==> src/rtl/hsw_pkg.sv <==
package hsw_pkg;

    localparam int HYST_W = 3;

    typedef enum logic [1:0] {
        SW_NONE = 2'd0,
        SW_UNI  = 2'd1,
        SW_OMNI = 2'd2
    } sw_kind_e;

    localparam logic [2:0] CODE_UNI  = 3'd5;
    localparam logic [2:0] CODE_OMNI = 3'd6;

    function automatic sw_kind_e decode_kind(input logic [2:0] code);
        sw_kind_e k;
        case (code)
            CODE_UNI:  k = SW_UNI;
            CODE_OMNI: k = SW_OMNI;
            default:   k = SW_NONE;
        endcase
        return k;
    endfunction

endpackage

==> src/rtl/hsw_axis_pick.sv <==
module hsw_axis_pick #(
    parameter int N_AX  = 3,
    parameter int THR_W = 8,
    parameter int RES_W = 12
) (
    input  logic [N_AX-1:0][THR_W-1:0] thr_vec,
    input  logic [N_AX-1:0][RES_W-1:0] res_vec,
    input  logic [N_AX-1:0]            vld_vec,
    output logic                       any_en,
    output logic [THR_W-1:0]           sel_thr,
    output logic [RES_W-1:0]           sel_res,
    output logic                       sel_vld
);
    // Lowest index wins: walk downwards so index 0 (X) overrides last.
    always_comb begin
        any_en  = 1'b0;
        sel_thr = '0;
        sel_res = '0;
        sel_vld = 1'b0;
        for (int i = N_AX - 1; i >= 0; i--) begin
            if (thr_vec[i] != '0) begin
                any_en  = 1'b1;
                sel_thr = thr_vec[i];
                sel_res = res_vec[i];
                sel_vld = vld_vec[i];
            end
        end
    end
endmodule

==> src/rtl/hsw_eval.sv <==
module hsw_eval
    import hsw_pkg::*;
#(
    parameter int THR_W = 8,
    parameter int RES_W = 12
) (
    input  sw_kind_e           kind,
    input  logic [HYST_W-1:0]  hyst_sel,
    input  logic [THR_W-1:0]   thr,
    input  logic [RES_W-1:0]   res,
    input  logic               cur_on,
    output logic               nxt_on
);
    localparam int EW = RES_W + 2;
    localparam int SH = RES_W - THR_W;

    logic signed [EW-1:0] thr_e, res_e, op_pt, fld, band, rel_pt;

    always_comb begin
        thr_e = {{(EW-THR_W){thr[THR_W-1]}}, thr} << SH;
        res_e = {{(EW-RES_W){res[RES_W-1]}}, res};
        if (kind == SW_OMNI) begin
            op_pt = thr_e[EW-1] ? -thr_e : thr_e;
            fld   = res_e[EW-1] ? -res_e : res_e;
        end else begin
            op_pt = thr_e;
            fld   = res_e;
        end
        band   = {{(EW-1){1'b0}}, 1'b1} << ({1'b0, hyst_sel} + 4'd1);
        rel_pt = op_pt - band;
        if (fld >= op_pt)
            nxt_on = 1'b1;
        else if (fld < rel_pt)
            nxt_on = 1'b0;
        else
            nxt_on = cur_on;
    end
endmodule

==> src/rtl/hall_switch.sv <==
module hall_switch
    import hsw_pkg::*;
#(
    parameter int THR_W = 8,
    parameter int RES_W = 12
) (
    input  logic              clk,
    input  logic              rst,
    input  logic [2:0]        sw_mode,
    input  logic              meas_run,
    input  logic [HYST_W-1:0] hyst_sel,
    input  logic [THR_W-1:0]  thr_x,
    input  logic [THR_W-1:0]  thr_y,
    input  logic [THR_W-1:0]  thr_z,
    input  logic [RES_W-1:0]  res_x,
    input  logic [RES_W-1:0]  res_y,
    input  logic [RES_W-1:0]  res_z,
    input  logic              vld_x,
    input  logic              vld_y,
    input  logic              vld_z,
    input  logic              irq_n_norm,
    input  logic              trig_pin,
    output logic              pin_n,
    output logic              trig_gated,
    output logic              sw_active
);
    localparam int N_AX = 3;

    logic [N_AX-1:0][THR_W-1:0] thr_vec;
    logic [N_AX-1:0][RES_W-1:0] res_vec;
    logic [N_AX-1:0]            vld_vec;

    assign thr_vec = {thr_z, thr_y, thr_x};
    assign res_vec = {res_z, res_y, res_x};
    assign vld_vec = {vld_z, vld_y, vld_x};

    logic             any_en, sel_vld, sw_on, nxt_on;
    logic [THR_W-1:0] sel_thr;
    logic [RES_W-1:0] sel_res;
    sw_kind_e         kind;

    hsw_axis_pick #(.N_AX(N_AX), .THR_W(THR_W), .RES_W(RES_W)) u_pick (
        .thr_vec (thr_vec),
        .res_vec (res_vec),
        .vld_vec (vld_vec),
        .any_en  (any_en),
        .sel_thr (sel_thr),
        .sel_res (sel_res),
        .sel_vld (sel_vld)
    );

    assign kind      = decode_kind(sw_mode);
    assign sw_active = (kind != SW_NONE) && meas_run && (hyst_sel > 3'd1) && any_en;

    hsw_eval #(.THR_W(THR_W), .RES_W(RES_W)) u_eval (
        .kind     (kind),
        .hyst_sel (hyst_sel),
        .thr      (sel_thr),
        .res      (sel_res),
        .cur_on   (sw_on),
        .nxt_on   (nxt_on)
    );

    always_ff @(posedge clk) begin
        if (rst || !sw_active)
            sw_on <= 1'b0;
        else if (sel_vld)
            sw_on <= nxt_on;
    end

    assign pin_n      = sw_active ? ~sw_on : irq_n_norm;
    assign trig_gated = trig_pin & ~sw_active;
endmodule

==> config.mk <==
export PLATFORM = sky130hd
export DESIGN_NAME = hall_switch
export DESIGN_NICKNAME = d
export VERILOG_FILES = /design/src/rtl/hsw_pkg.sv /design/src/rtl/hsw_axis_pick.sv /design/src/rtl/hsw_eval.sv /design/src/rtl/hall_switch.sv
export SDC_FILE = /design/constraint.sdc
export NUM_CORES = 1
export LEC_CHECK = 0
export BUFFER_PORTS_ARGS = -buffer_cell sky130_fd_sc_hd__clkbuf_2
export CAP_MARGIN = 10
export CORE_ASPECT_RATIO = 0.9
export CORE_MARGIN = 2
export CORE_UTILIZATION = 52
export DETAILED_ROUTE_END_ITERATION = 8
export GPL_ROUTABILITY_DRIVEN = 0
export PLACE_DENSITY = 0.83
export SYNTH_ARGS = -nofsm -noshare
export SYNTH_HDL_FRONTEND = slang
export SYNTH_HIERARCHICAL = 1
export SYNTH_SLANG_ARGS = --single-unit
==> constraint.sdc <==
create_clock -name clk -period 4.6 [get_ports clk]
set_input_delay 0.23 -clock clk [delete_from_list [all_inputs] [get_ports clk]]
set_output_delay 0.23 -clock clk [all_outputs]
set_load 0.1 [all_outputs]
==> reports/qor.yml <==
grt:
  global_route.usage.total: 0.2638
  grt.overflow.total: 0
  grt_first_pass_wirelength_mm: 10.41
  first_global_vias: 2415
  grt_max_degree: 16
  grt_antenna_before_repair: 0
timing:
  worst_slew_margin_rel: 0.6418
  max_clock_freq_mhz: 224.3
  post_route_fraction_of_the_period_consumed_by_the_critical_path: 0.9693
  timing_max_transition_violations_final: 0
  worst_slew_pin_slew_ns: 0.5396
  hold_viol_final: 0
  fin_tns_setup_ns: 0
  clock_skew_ns: 0
  min_period_ns: 4.459
  final_report_setup_violation_count: 0
route:
  drt_iter0_drc: 182
  route.detailed.wl_per_inst_um: 14.91
  post-route-drc-count: 0
  detail_route.vias_per_cell: 6.085
  drt.antenna.violating_nets: 0
  routed_wl_mm: 6.455
  dr.pass1.iters: 5
  vias: 2635
power:
  cellPowerDensity_nw_per_um2: 111.3
  power.static_leakage_nw: 1.281
  fin_total_pwr_uw: 305.9
  peakVddDrop_uv: 40.39
setup_path:
  timing.critical_path.from: "thr_y[4]"
  rr_startpoint: "sw_on"
  cp_max_fo: 15
  critPathRequiredTime_ns: 4.48
  setup.worst_path.start_class: "input port"
  crit_path_end_kind: "register"
  worst_ep_arrival_time_ns: 4.34
  setup.worst_path.class: "input port to register"
  r2r.worst_path.cells: 4
  r2r_setup_slack_ns: 3.68
yosys:
  ys_types: 59
  synth_flop_cell: "sky130_fd_sc_hd__dfxtp_1"
  netlist.area_leader.share: 0.1934
  syn_inst: 304
  synth_largest_area_cell: "sky130_fd_sc_hd__ha_1"
  ys_warn_count: 6
  synth_enable_flop_cells: 0
  synth-seq-cells: 1
  netlist_top_cells_area: "sky130_fd_sc_hd__ha_1, sky130_fd_sc_hd__a31oi_1, sky130_fd_sc_hd__xor2_1"
  syn_area_um2: 2200
  yosysSeqAreaShare: 0.009101
  synth_area_per_cell_um2: 7.236
  asyncSetResetFlopFracSynth: 0
floorplanning:
  ios: 77
  area_of_the_placeable_core_um2: 4074
  dieArea_um2: 4767
  initial_utilization: 0.5399
  core.rowCount: 22
  die_w_um: 72.56
  die_y_um: 65.70
layout:
  largest_register_ffs: 1
  layout-drive-gt1-share: 0.3247
  top_register: "sw_on"
  antenna-diode-count: 0
  biggestRegsByFlops: "sw_on x1"
  nets: 495
  fillers: 355
  finish.utilization: 0.6748
  layoutNonFillerInstCount: 433
  area.growth.synth_to_final_pct: 24.97
flow_run:
  max_cap_viol_count: 0
outcome:
  run_status: "complete, no violations"
place:
  place_hpwl_mm: 5.305
  numPortBuffers: 76
  placed_cells: 429
worst_hold_path:
  hold_path.class: "input port to register"
  min_from: "rst"
  whs_path_depth: 2
cts:
  clkLatencyLatePin_ns: 0
  clkTransAtPathRegs_ns: 0
[routing by layer]
layer	GRT usage	up-vias	part of all wire
met5	0	-	0
met3	0.01840	6	0.057
met2	0.4886	87	0.49
met4	0.02778	0	0.0065
met1	0.3418	1206	0.45
li1	-	1336	-
[synthesized netlist by cell type, drive strengths merged (2+ instances only)]
cell type and count:
a31oi 26, xnor2 6, nand3b 6, or3 2, nand4 3, nor2 20, nand3 2, o21ai 25
ha 34, and2 4, mux2i 3, and4 2, o2111ai 14, buf 16, nor2b 2, nor3 9
o22ai 2, or4 4, o211ai 2, nor3b 2, nand2 12, xor2 18, inv 21, nor4 6
a21oi 29, o21bai 9, a211oi 3, a21o 4
[worst paths after layout]
| path | endpoint |
|---|---|
| worst max-delay path | sw_on |
| worst min-delay path | sw_on |
| worst max register to register | sw_on |
| worst min register to register | sw_on |
[what timing repair did]
action,4_1_cts,5_1_grt
gates resized for setup,0,12
setup buffers,0,4
setup endpoints to repair,0,1
hold endpoints to repair,0,0
hold buffers,0,0
[metrics by stage]
step                      hold slack (ns)  cell area (µm²)  worst slack, ns
final                              0.4293             2749           0.1413
after detailed placement           0.4276             2654          0.06592
after global placement             0.4157             2654           0.2241
after floorplan                    0.2995             2215           0.3374
after global routing               0.4286             2749         -0.02014
after CTS                          0.4302             2654          0.04579
[report_power, final]
group	internal, mW	switching, mW	total [mW]	leakage, nW
sequential	0.00901	0.000104	0.00911	0.00808
combinational	0.131	0.166	0.297	1.27
clock	0	0	0	0
total	0.140	0.166	0.306	1.28
[layout by cell type, fill, tap and decap left out, drive strengths merged, types with 2 or more instances in the layout]
cell,synthesis,routed
clkbuf,0,76
nand3b,6,6
o21ai,25,25
inv,21,21
conb,1,5
and4,2,2
ha,34,34
xnor2,6,6
o22ai,2,2
and2,4,4
nor3,9,9
nand4,3,3
a21o,4,4
nor2b,2,2
or3,2,2
xor2,18,18
mux2i,3,3
nor3b,2,2
a31oi,26,26
o21bai,9,9
nor2,20,20
o211ai,2,2
nor4,6,6
or4,4,4
o2111ai,14,14
a211oi,3,3
a21oi,29,29
nand3,2,2
buf,16,17
nand2,12,12
[logic make-up after synthesis]
logic type                 count (synthesis)  synth area share
and+or+nand+nor                           80            0.2145
buffers and inverters                     37           0.08646
AOI/OAI and AO/OA                        123            0.3737
DFF                                        1          0.009102
muxes                                      4           0.01877
xor gates and xnor gates                  24            0.1024
adders and majority gates                 34            0.1934
other                                      1          0.001705
[layout make-up]
class	instances	area [µm²]	share of cell area
Inverter	21	78.83	0.02868
Timing Repair Buffer	93	508.0	0.1848
Multi-Input combinational cell	270	2082	0.7574
Tap cell	48	60.06	0.02185
Sequential cell	1	20.02	0.007283
[critical path: stages]
cell	delay, ns
sky130_fd_sc_hd__clkbuf_2	0.10
sky130_fd_sc_hd__nor4_2	0.26
sky130_fd_sc_hd__buf_4	0.19
sky130_fd_sc_hd__buf_4	0.21
sky130_fd_sc_hd__a31oi_1	0.12
sky130_fd_sc_hd__o21bai_1	0.25
sky130_fd_sc_hd__nor2_1	0.15
sky130_fd_sc_hd__a21oi_1	0.19
sky130_fd_sc_hd__xor2_1	0.25
sky130_fd_sc_hd__ha_1	0.31
sky130_fd_sc_hd__o21ai_0	0.10
sky130_fd_sc_hd__a21oi_1	0.08
sky130_fd_sc_hd__o2bb2ai_2	0.20
sky130_fd_sc_hd__xor2_1	0.19
sky130_fd_sc_hd__ha_1	0.27
sky130_fd_sc_hd__and4_1	0.23
sky130_fd_sc_hd__o211ai_1	0.09
sky130_fd_sc_hd__a21o_1	0.15
sky130_fd_sc_hd__a31oi_2	0.10
sky130_fd_sc_hd__nor4bb_2	0.29
sky130_fd_sc_hd__o22ai_1	0.12
sky130_fd_sc_hd__mux2i_1	0.18
sky130_fd_sc_hd__nor3b_2	0.07
Power figures use the tool's default switching activity.
